$ cat src/rtl/iawp_pkg.sv
package iawp_pkg;

    typedef enum logic [1:0] {
        ST_OFF     = 2'd0,
        ST_ARMED   = 2'd1,
        ST_LATCHED = 2'd2
    } chan_state_t;

    localparam logic [1:0] SEL_PRE   = 2'd0;
    localparam logic [1:0] SEL_START = 2'd1;
    localparam logic [1:0] SEL_END   = 2'd2;

    localparam int FLD_EN       = 0;
    localparam int FLD_ASID_EN  = 1;
    localparam int FLD_ISA_EN   = 2;
    localparam int FLD_ISA_VAL  = 3;
    localparam int FLD_PRIV_EN  = 4;
    localparam int FLD_PRIV_VAL = 5;
    localparam int FLD_CNT_EN   = 6;
    localparam int FLD_CHN_EN   = 7;
    localparam int FLD_SEL_LO   = 8;

endpackage

$ cat src/rtl/iawp_regs.sv
module iawp_regs
    import iawp_pkg::*;
#(
    parameter int ADDR_W = 32,
    parameter int ASID_W = 8,
    parameter int CSEL_W = 2,
    parameter int HSEL_W = 2
) (
    input  logic              clk,
    input  logic              rst_n,
    input  logic              wr_en,
    input  logic [1:0]        wr_sel,
    input  logic [ADDR_W-1:0] wr_data,
    input  logic              chan_on,
    output logic [ADDR_W-1:0] start_q,
    output logic [ADDR_W-1:0] end_q,
    output logic              asid_en_q,
    output logic [ASID_W-1:0] asid_val_q,
    output logic              isa_en_q,
    output logic              isa_val_q,
    output logic              priv_en_q,
    output logic              priv_val_q,
    output logic              cnt_en_q,
    output logic [CSEL_W-1:0] cnt_sel_q,
    output logic              chn_en_q,
    output logic [HSEL_W-1:0] chn_sel_q
);
    localparam int HSEL_LO = FLD_SEL_LO + CSEL_W;
    localparam int ASID_LO = HSEL_LO + HSEL_W;

    logic accept;
    assign accept = wr_en && !chan_on;

    always_ff @(posedge clk or negedge rst_n) begin
        if (!rst_n) begin
            start_q    <= '0;
            end_q      <= '0;
            asid_en_q  <= 1'b0;
            asid_val_q <= '0;
            isa_en_q   <= 1'b0;
            isa_val_q  <= 1'b0;
            priv_en_q  <= 1'b0;
            priv_val_q <= 1'b0;
            cnt_en_q   <= 1'b0;
            cnt_sel_q  <= '0;
            chn_en_q   <= 1'b0;
            chn_sel_q  <= '0;
        end else if (accept) begin
            if (wr_sel == SEL_START) start_q <= wr_data;
            if (wr_sel == SEL_END)   end_q   <= wr_data;
            if (wr_sel == SEL_PRE) begin
                asid_en_q  <= wr_data[FLD_ASID_EN];
                asid_val_q <= wr_data[ASID_LO +: ASID_W];
                isa_en_q   <= wr_data[FLD_ISA_EN];
                isa_val_q  <= wr_data[FLD_ISA_VAL];
                priv_en_q  <= wr_data[FLD_PRIV_EN];
                priv_val_q <= wr_data[FLD_PRIV_VAL];
                cnt_en_q   <= wr_data[FLD_CNT_EN];
                cnt_sel_q  <= wr_data[FLD_SEL_LO +: CSEL_W];
                chn_en_q   <= wr_data[FLD_CHN_EN];
                chn_sel_q  <= wr_data[HSEL_LO +: HSEL_W];
            end
        end
    end


    locked_cfg_chk: assert property (@(posedge clk) disable iff (!rst_n)
        (wr_en && chan_on) |=> ($stable(start_q) && $stable(end_q)
                                && $stable(asid_val_q) && $stable(asid_en_q)));

endmodule

$ cat src/rtl/iawp_qual.sv
module iawp_qual #(
    parameter int ADDR_W = 32,
    parameter int ASID_W = 8,
    parameter int NCNT   = 4,
    parameter int NCHAIN = 4,
    parameter int CSEL_W = 2,
    parameter int HSEL_W = 2
) (
    input  logic              fetch_valid,
    input  logic [ADDR_W-1:0] fetch_addr,
    input  logic [ASID_W-1:0] fetch_asid,
    input  logic              fetch_isa,
    input  logic              fetch_priv,
    input  logic              fetch_expanded,
    input  logic [NCNT-1:0]   cnt_expired,
    input  logic [NCHAIN-1:0] chain_in,
    input  logic [ADDR_W-1:0] start_q,
    input  logic [ADDR_W-1:0] end_q,
    input  logic              asid_en_q,
    input  logic [ASID_W-1:0] asid_val_q,
    input  logic              isa_en_q,
    input  logic              isa_val_q,
    input  logic              priv_en_q,
    input  logic              priv_val_q,
    input  logic              cnt_en_q,
    input  logic [CSEL_W-1:0] cnt_sel_q,
    input  logic              chn_en_q,
    input  logic [HSEL_W-1:0] chn_sel_q,
    output logic              hit
);
    logic in_range, asid_ok, isa_ok, priv_ok, cnt_ok, chn_ok;

    always_comb begin
        in_range = (fetch_addr >= start_q) && (fetch_addr <= end_q);
        asid_ok  = !asid_en_q || (fetch_asid == asid_val_q);
        isa_ok   = !isa_en_q  || (fetch_isa  == isa_val_q);
        priv_ok  = !priv_en_q || (fetch_priv == priv_val_q);
        cnt_ok   = !cnt_en_q  || cnt_expired[cnt_sel_q];
        chn_ok   = !chn_en_q  || chain_in[chn_sel_q];
        hit      = fetch_valid && !fetch_expanded && in_range
                   && asid_ok && isa_ok && priv_ok && cnt_ok && chn_ok;
    end

endmodule

$ cat src/rtl/iawp_channel.sv
module iawp_channel
    import iawp_pkg::*;
#(
    parameter int ADDR_W = 32,
    parameter int ASID_W = 8,
    parameter int NCNT   = 4,
    parameter int NCHAIN = 4
) (
    input  logic              clk,
    input  logic              rst_n,
    input  logic              wr_en,
    input  logic [1:0]        wr_sel,
    input  logic [ADDR_W-1:0] wr_data,
    input  logic              fetch_valid,
    input  logic [ADDR_W-1:0] fetch_addr,
    input  logic [ASID_W-1:0] fetch_asid,
    input  logic              fetch_isa,
    input  logic              fetch_priv,
    input  logic              fetch_mmu_en,
    input  logic              fetch_expanded,
    input  logic [NCNT-1:0]   cnt_expired,
    input  logic [NCHAIN-1:0] chain_in,
    output logic              match_evt,
    output logic              chain_out
);
    localparam int CSEL_W = (NCNT   > 1) ? $clog2(NCNT)   : 1;
    localparam int HSEL_W = (NCHAIN > 1) ? $clog2(NCHAIN) : 1;

    chan_state_t       state_q, state_d;
    logic              pre_wr, en_wr, dis_wr, hit, chan_on, evt_d;
    logic [ADDR_W-1:0] start_q, end_q;
    logic              asid_en_q, isa_en_q, isa_val_q, priv_en_q, priv_val_q;
    logic              cnt_en_q, chn_en_q;
    logic [ASID_W-1:0] asid_val_q;
    logic [CSEL_W-1:0] cnt_sel_q;
    logic [HSEL_W-1:0] chn_sel_q;
    logic              unused_mmu;

    // The compared address is whichever one the fetch supplies.
    assign unused_mmu = fetch_mmu_en;

    assign pre_wr  = wr_en && (wr_sel == SEL_PRE);
    assign en_wr   = pre_wr && wr_data[FLD_EN];
    assign dis_wr  = pre_wr && !wr_data[FLD_EN];
    assign chan_on = (state_q != ST_OFF);

    iawp_regs #(.ADDR_W(ADDR_W), .ASID_W(ASID_W), .CSEL_W(CSEL_W), .HSEL_W(HSEL_W)) u_regs (
        .clk(clk), .rst_n(rst_n), .wr_en(wr_en), .wr_sel(wr_sel), .wr_data(wr_data),
        .chan_on(chan_on), .start_q(start_q), .end_q(end_q),
        .asid_en_q(asid_en_q), .asid_val_q(asid_val_q),
        .isa_en_q(isa_en_q), .isa_val_q(isa_val_q),
        .priv_en_q(priv_en_q), .priv_val_q(priv_val_q),
        .cnt_en_q(cnt_en_q), .cnt_sel_q(cnt_sel_q),
        .chn_en_q(chn_en_q), .chn_sel_q(chn_sel_q)
    );

    iawp_qual #(.ADDR_W(ADDR_W), .ASID_W(ASID_W), .NCNT(NCNT), .NCHAIN(NCHAIN),
                .CSEL_W(CSEL_W), .HSEL_W(HSEL_W)) u_qual (
        .fetch_valid(fetch_valid), .fetch_addr(fetch_addr), .fetch_asid(fetch_asid),
        .fetch_isa(fetch_isa), .fetch_priv(fetch_priv), .fetch_expanded(fetch_expanded),
        .cnt_expired(cnt_expired), .chain_in(chain_in),
        .start_q(start_q), .end_q(end_q),
        .asid_en_q(asid_en_q), .asid_val_q(asid_val_q),
        .isa_en_q(isa_en_q), .isa_val_q(isa_val_q),
        .priv_en_q(priv_en_q), .priv_val_q(priv_val_q),
        .cnt_en_q(cnt_en_q), .cnt_sel_q(cnt_sel_q),
        .chn_en_q(chn_en_q), .chn_sel_q(chn_sel_q),
        .hit(hit)
    );

    always_comb begin
        state_d = state_q;
        unique case (state_q)
            ST_OFF:     if (en_wr) state_d = ST_ARMED;
            ST_ARMED:   if (dis_wr) state_d = ST_OFF;
                        else if (hit) state_d = ST_LATCHED;
            ST_LATCHED: if (dis_wr) state_d = ST_OFF;
            default:    state_d = ST_OFF;
        endcase
    end

    always_ff @(posedge clk or negedge rst_n) begin
        if (!rst_n) state_q <= ST_OFF;
        else        state_q <= state_d;
    end

    assign evt_d = hit && chan_on && !dis_wr;

    always_ff @(posedge clk or negedge rst_n) begin
        if (!rst_n) match_evt <= 1'b0;
        else        match_evt <= evt_d;
    end

    assign chain_out = (state_q == ST_LATCHED);


    evt_after_fetch_chk: assert property (@(posedge clk) disable iff (!rst_n)
        match_evt |-> $past(fetch_valid && !fetch_expanded && state_q != ST_OFF));


    off_quiet_chk: assert property (@(posedge clk) disable iff (!rst_n)
        (state_q == ST_OFF) |=> !match_evt);


    chain_hold_chk: assert property (@(posedge clk) disable iff (!rst_n)
        (chain_out && !dis_wr) |=> chain_out);


    evt_sets_chain_chk: assert property (@(posedge clk) disable iff (!rst_n)
        match_evt |-> chain_out);


    hit_in_window_chk: assert property (@(posedge clk) disable iff (!rst_n)
        hit |-> (fetch_addr >= start_q && fetch_addr <= end_q));


    expanded_silent_chk: assert property (@(posedge clk) disable iff (!rst_n)
        fetch_expanded |-> !hit);

endmodule

$ cat config.mk
export PLATFORM = sky130hd
export DESIGN_NAME = iawp_channel
export DESIGN_NICKNAME = d
export VERILOG_FILES = /design/src/rtl/iawp_pkg.sv /design/src/rtl/iawp_regs.sv /design/src/rtl/iawp_qual.sv /design/src/rtl/iawp_channel.sv
export SDC_FILE = /design/constraint.sdc
export NUM_CORES = 1
export LEC_CHECK = 0
export BUFFER_PORTS_ARGS = -buffer_cell sky130_fd_sc_hd__buf_2
export CORE_MARGIN = 4
export CORE_UTILIZATION = 35
export DETAILED_ROUTE_END_ITERATION = 10
export PLACE_DENSITY = 0.53
export SYNTH_ARGS = -nofsm -noshare
export SYNTH_HDL_FRONTEND = slang
export SYNTH_SLANG_ARGS = --single-unit
$ cat constraint.sdc
create_clock -name clk -period 1.9 [get_ports clk]
set_input_delay 0.19 -clock clk [delete_from_list [all_inputs] [get_ports clk]]
set_output_delay 0.19 -clock clk [all_outputs]
set_load 0.1 [all_outputs]
Word level (Yosys, flattened, before mapping)
Index checks and enable logic that the tools add are counted.
{"block": "op_classes", "magnitude_cmp": 4, "eq_ne": 10, "mux": 9, "reduce_logical": 35}
{"operator": ">= comparator 32 bit", "n": 1}
{"operator": "<= comparator 32 bit", "n": 1}
{"operator": "logical AND 1 bit", "n": 14}
{"operator": "logical NOT 1 bit", "n": 9}
{"operator": "== test 8 bit", "n": 1}
{"operator": "two-way mux 2 bit", "n": 4}
{"operator": "< comparator 2 x 3 -> 1 bit, second input constant", "n": 2}
{"operator": "one-hot mux 2 bit (3 select lines)", "n": 1}
{"operator": "AND reduction 2 bit", "n": 3}
{"operator": "logical OR 1 bit", "n": 5}
{"operator": "binary-select mux 1 bit (select 2 bit)", "n": 2}
{"operator": "== test 2 x 1 -> 1 bit, second input constant", "n": 2}
{"operator": "== test 2 bit, second input constant", "n": 2}
{"operator": "logical NOT 2 bit", "n": 2}
{"operator": "inequality test 3 bit, second input constant", "n": 1}
{"operator": "AND reduction 3 bit", "n": 1}
{"operator": "== test 1 bit", "n": 2}
{"operator": "two-way mux 1 bit", "n": 2}
{"operator": "inequality test 2 x 1 -> 1 bit, second input constant", "n": 1}
{"operator": "inequality test 2 bit, second input constant", "n": 1}
{"operator": "nonzero test 2 bit", "n": 1}
{"block": "word_totals", "register_bits": 86, "inputBits": 90, "output_inout_bits": 2, "wordCells": 72}

Depth between registers and ports, before layout
{"block": "logic_depth", "ltp_word": 11, "depth_mapped": 8, "depth_no_buf": 8}

Cells and area by module
From an unflattened synthesis, not the netlist that was laid out.
{"block": "unflattened", "hier_cells": 433, "hier_area_um2": 5456.5}
{"module": "iawp_regs", "n_inst": 1, "cells_per_inst": 179, "area_each_um2": 3484.6, "seq_area_each_um2": 2077.0}
{"module": "iawp_qual", "n_inst": 1, "cells_per_inst": 240, "area_each_um2": 1814.2, "seq_area_each_um2": 0.0}
{"module": "iawp_channel", "n_inst": 1, "cells_per_inst": 14, "area_each_um2": 157.7, "seq_area_each_um2": 75.1}

Worst setup path before layout
No wires, ideal clock.
{"block": "synth_timing", "path_type": "flip-flop to flip-flop", "from": "reg state_q[0]", "to": "reg state_q[1]", "setup_ns": 0.095, "arrival_ns": 1.984, "required_time_ns": 1.805, "slack_ns": -0.179, "path_stages_with_launch": 4, "path_buffers": 0, "synth_period_minus_slack_ns": 2.079, "path_cell_list": "dfrtp_1 nor2b_1 nand2b_1 o31ai_1"}
{"block": "synth_via", "elab_chain_len": 3, "elab_cells_between_ends": 8, "cone_classes": "eq/ne (5); mux (1); reduce/logical (2)"}
{"element": "start: declaration", "line": "iawp_channel.sv:29", "rtl": "chan_state_t state_q, state_d;"}
{"element": "start signal: assignment", "line": "iawp_channel.sv:84", "rtl": "else state_q <= state_d;"}
{"element": "== test 2 bit *"}
{"element": "named net chain_out", "line": "iawp_channel.sv:24", "rtl": "output logic chain_out"}
{"element": "inequality test 2 x 1 -> 1 bit (no source line)"}
{"element": "AND reduction 3 bit (no source line)"}
The timed path passes the listed nets; every way through them passes the cells marked *.
A chain may end at the register's enable or synchronous reset.

Final worst setup path
{"block": "layout_timing", "from": "reg u_regs.start_q[17]", "to": "reg state_q[1]"}
{"block": "layout_via", "elab_chain_len": 10}
{"element": "start: declaration", "line": "iawp_regs.sv:15", "rtl": "output logic [ADDR_W-1:0] start_q,"}
{"element": "start signal: assignment", "line": "iawp_regs.sv:49", "rtl": "if (wr_sel == SEL_START) start_q <= wr_data;"}
{"element": ">= comparator 32 bit", "line": "iawp_qual.sv:34", "rtl": "in_range = (fetch_addr >= start_q) && (fetch_addr <= end_q);"}
{"element": "logical AND 1 bit", "line": "iawp_qual.sv:34"}
{"element": "logical AND 1 bit", "line": "iawp_qual.sv:40", "rtl": "hit = fetch_valid && !fetch_expanded && in_range"}
{"element": "logical AND 1 bit (5 in series)", "line": "iawp_qual.sv:41", "rtl": "&& asid_ok && isa_ok && priv_ok && cnt_ok && chn_ok;"}
{"element": "inequality test 3 bit (no source line)"}
{"element": "AND reduction 3 bit (no source line)"}
No other way between the ends.

==> flow_summary_export.csv <==
group,metric,value,unit
status,outcome,"finished, violations left",
status,violations,"setup timing",
timing,hold_violations,0,
global_route,grt_antenna_before_repair,1,
worst_setup_path,timing.critical_path.to_type,"flip-flop",
route,ant_nets,0,
route,detail_route.wl_per_cell,15.6,µm
cells_and_area,final_design_area_no_fill,6340,µm²
global_route,grt_first_pass_wirelength,19000,µm
worst_setup_path,timing.critical_path.cells,"inv_2 > ha_4 > a21oi_2 > o21ai_1 > a221o_1 > a2111o_1 > o21ai_2 > o31ai_1",
floorplanning,die_height,128,µm
timing,postLayoutSetupSlackWorst,-0.0898,ns
clock_tree,clock_pin_slew_worst_setup_and_hold_paths,0.06,ns
timing,final.min_clock_period,1.99,ns
timing,finClkSkew,0.00622,ns
cells_and_area,nFillCells,1326,
floorplanning,design.core.area,13900,µm²
synth,synth-edff-count,0,
cells_and_area,area_growth,26.6,%
floorplanning,die_area,16300,µm²
worst_setup_path,arrival,2.21,ns
synth,seq_area_frac_synth,0.430,
worst_setup_path,worstPathBufferInverterCount,1,
power_and_ir_drop,power.density_cell_area,1330,nW/µm²
clock_tree,htree_levels,3,
timing,max_freq,503,MHz
clock_tree,clock_latency,0.34,ns
worst_setup_path,timing.critical_path.slowest_stage_cell,"a2111o_1",
synth,synthesis.nets,591,
timing,timing_max_transition_violations_final,0,
cells_and_area,num-nets-final,711,
cells_and_area,flip_flop_and_latch_area,2150,µm²
job,maxCapViolCount,0,
placement,place_inst,722,
worst_setup_path,critPathRequiredTime,2.12,ns
synth,syn_inst,437,
cells_and_area,diode_count,0,
power_and_ir_drop,power.ir.vdd_worst,944,µV
placement,dpl_worst_slack,-0.169,ns
timing,max-slew-margin-rel,0.654,
route,totalWireLength,11600,µm
global_route,grt_start_max_net_pins,48,
floorplanning,start_util,0.359,
synth,syn-cell-area,5000,µm²
synth,syn_area_cell,11.5,µm²
placement,postPlaceCellArea,5880,µm²
floorplanning,top_level_ports,92,
global_route,track_usage,0.149,
clock_tree,cts_sinks,86,
timing,hold_slack,0.0803,ns
synth,synth_cell_type_count,41,
timing,final_min_period_over_clock_period,1.05,
cells_and_area,drive_gt1_frac,0.440,
route,dr_total_vias,3623,
timing,unrepaired_setup_endpoints_after_global_routing,"true",
synth,synth-async-reset-ratio,1.00,
placement,finalWeightedCongestion,0.841,
worst_setup_path,critPathLaunchType,"flip-flop",
placement,post-dp-hpwl,9040,µm
clock_tree,cts_buffer_depth,2,
clock_tree,cts_buffers,9,
route,route.detailed.drc,0,
synth,yosys_warns,0,
route,drt_iter0_markers,89,
route,post_drt_via_cell_ratio,4.88,
clock_tree,tritoncts,"built",
worst_setup_path,slowest_delay,0.41,ns
cells_and_area,post_layout_nonfiller_instances,742,
global_route,gr-total-overflow,0,
route,detailedRoute.firstPassIterationCount,4,
worst_setup_path,crit_path_max_fanout,3,
worst_hold_path,hold_class,"in -> reg",
timing,setup_viol,3,
global_route,first_global_vias,3952,
floorplanning,core.rowCount,43,
placement,placement.io_buffers,90,
floorplanning,die_width,128,µm
clock_tree,cts_root_buf,"clkbuf_16",
cells_and_area,area_taken_by_multi_input_logic_gates,2780,µm²
timing,totalNegativeSetupSlack,-0.238,ns
synth,postSynth.topFlopCell,"dfrtp_1",
worst_setup_path,worst-setup-path-type,"reg -> reg",
timing,worst_pin_slew,0.522,ns
synth,ys_seq_elements,86,
worst_setup_path,critPathTopFamily,"compound AO/OA/AOI/OAI gates",
power_and_ir_drop,static-leakage-power,3.10,nW
per-stage QoR:
step	utilization	total power, mW
after floorplan	-	5.61
after global placement	0.422	6.48
after detailed placement	0.422	6.64
after CTS	0.448	8.44
after global routing	0.455	9.23
final	0.455	8.44
layout make-up:
type / count / area share
Tap cell: 180 / 0.0355
Clock buffer: 12 / 0.0389
Multi-Input combinational cell: 278 / 0.439
Timing Repair Buffer: 116 / 0.105
Sequential cell: 86 / 0.340
Inverter: 66 / 0.0391
Clock inverter: 4 / 0.00355
timing repair:
item                                   in CTS  in global routing
pin swaps                                  13                  7
setup endpoints to repair                   3                  3
endpoints found under the hold margin      21                  0
gates resized for setup                    14                 14
buffers inserted                            2                  1
hold buffers                                1                  0
state kept, by name, indices dropped and copies added (netlist names):
| register | flops |
|---|---|
| u_regs.start_q | 32 |
| u_regs.chn_en_q | 1 |
| u_regs.cnt_en_q | 1 |
| u_regs.asid_en_q | 1 |
| u_regs.priv_en_q | 1 |
| u_regs.cnt_sel_q | 2 |
| u_regs.isa_val_q | 1 |
| u_regs.priv_val_q | 1 |
| match_evt | 1 |
| u_regs.chn_sel_q | 2 |
| u_regs.isa_en_q | 1 |
| u_regs.asid_val_q | 8 |
| state_q | 2 |
| u_regs.end_q | 32 |
synth_stat cells, types with 3 or more instances:
master    count  area share
dfrtp_1      86        0.43
mux2_2       81        0.18
inv_1        66       0.050
ha_1         64        0.16
a21oi_1      21       0.021
nand2_1      18       0.013
nand4_1      11       0.014
xor2_1       10       0.017
nand3_1       8      0.0080
nor2_1        7      0.0053
buf_2         5      0.0050
nor2b_1       5      0.0063
nor3_1        5      0.0050
o21ai_0       5      0.0050
nor4_1        4      0.0050
a21o_1        3      0.0045
a221oi_1      3      0.0053
nand2b_1      3      0.0038
layout by cell type, fill, tap and decap left out, drive strengths merged, types with 2 or more instances in the layout:
cell / Yosys / routed
nor2b: 6 / 6
a22oi: 2 / 2
nor4: 5 / 5
mux2: 83 / 83
a21o: 3 / 3
o31ai: 2 / 2
nand3: 8 / 8
nand2b: 3 / 3
clkbuf: 0 / 12
nor2: 7 / 7
a31oi: 2 / 2
o21ai: 7 / 7
dfrtp: 86 / 86
buf: 7 / 115
nand4: 11 / 11
clkinv: 0 / 3
inv: 66 / 66
ha: 64 / 64
nand4b: 2 / 2
a21oi: 23 / 23
nand2: 18 / 18
a221oi: 3 / 3
a221o: 2 / 2
nor3: 5 / 5
xor2: 10 / 10
mux4: 2 / 2
power breakdown:
group / internal [mW] / total, mW / switching (mW)
Combinational: 1.95 / 3.59 / 1.64
Clock: 0.916 / 1.63 / 0.714
Sequential: 2.73 / 3.22 / 0.483
Total: 5.60 / 8.44 / 2.84
metal layers:
metal | part of all wire | up-vias | wire length [µm] | track usage
li1 | - | 1781 | - | -
met2 | 0.50 | 70 | 5780 | 0.262
met3 | 0.050 | 10 | 582 | 0.0493
met1 | 0.44 | 1760 | 5090 | 0.177
met4 | 0.0093 | 2 | 108 | 0.0331
met5 | 0.0011 | - | 13 | 0
cell families (layout without fill, tap and decap cells):
group                      Yosys count  after routing  synth area share
DFF                                 86             86             0.430
adders and majority gates           64             64             0.160
muxes                               85             85             0.196
AOI/OAI and AO/OA                   52             52            0.0685
xor gates and xnor gates            10             10            0.0175
buffers and inverters               73            198            0.0560
and+or+nand+nor                     67             67            0.0723
worst reg2reg max path: cells and delay by family (launching register included):
kind                     cells  cell delay, ns
AO/OA/AOI/OAI                6            1.22
flip-flops                   1            0.39
adder cells (fa/ha/maj)      1            0.19
buffers and inverters        1            0.07
path summary, 6_finish.rpt:
kind                               startpoint               end  slack (ns)  cells past startpoint
setup / recovery           u_regs.start_q[17]        state_q[1]       -0.09                      8
hold / removal                    wr_data[20]  u_regs.end_q[20]        0.08                      2
setup reg to reg           u_regs.start_q[17]        state_q[1]       -0.09                      8
hold reg to reg              u_regs.end_q[20]  u_regs.end_q[20]        0.50                      1
max in group asynchronous               rst_n  u_regs.end_q[28]        1.04                      3
min in group asynchronous               rst_n  u_regs.end_q[21]        0.29                      2
(Power assumes the default switching activity.)
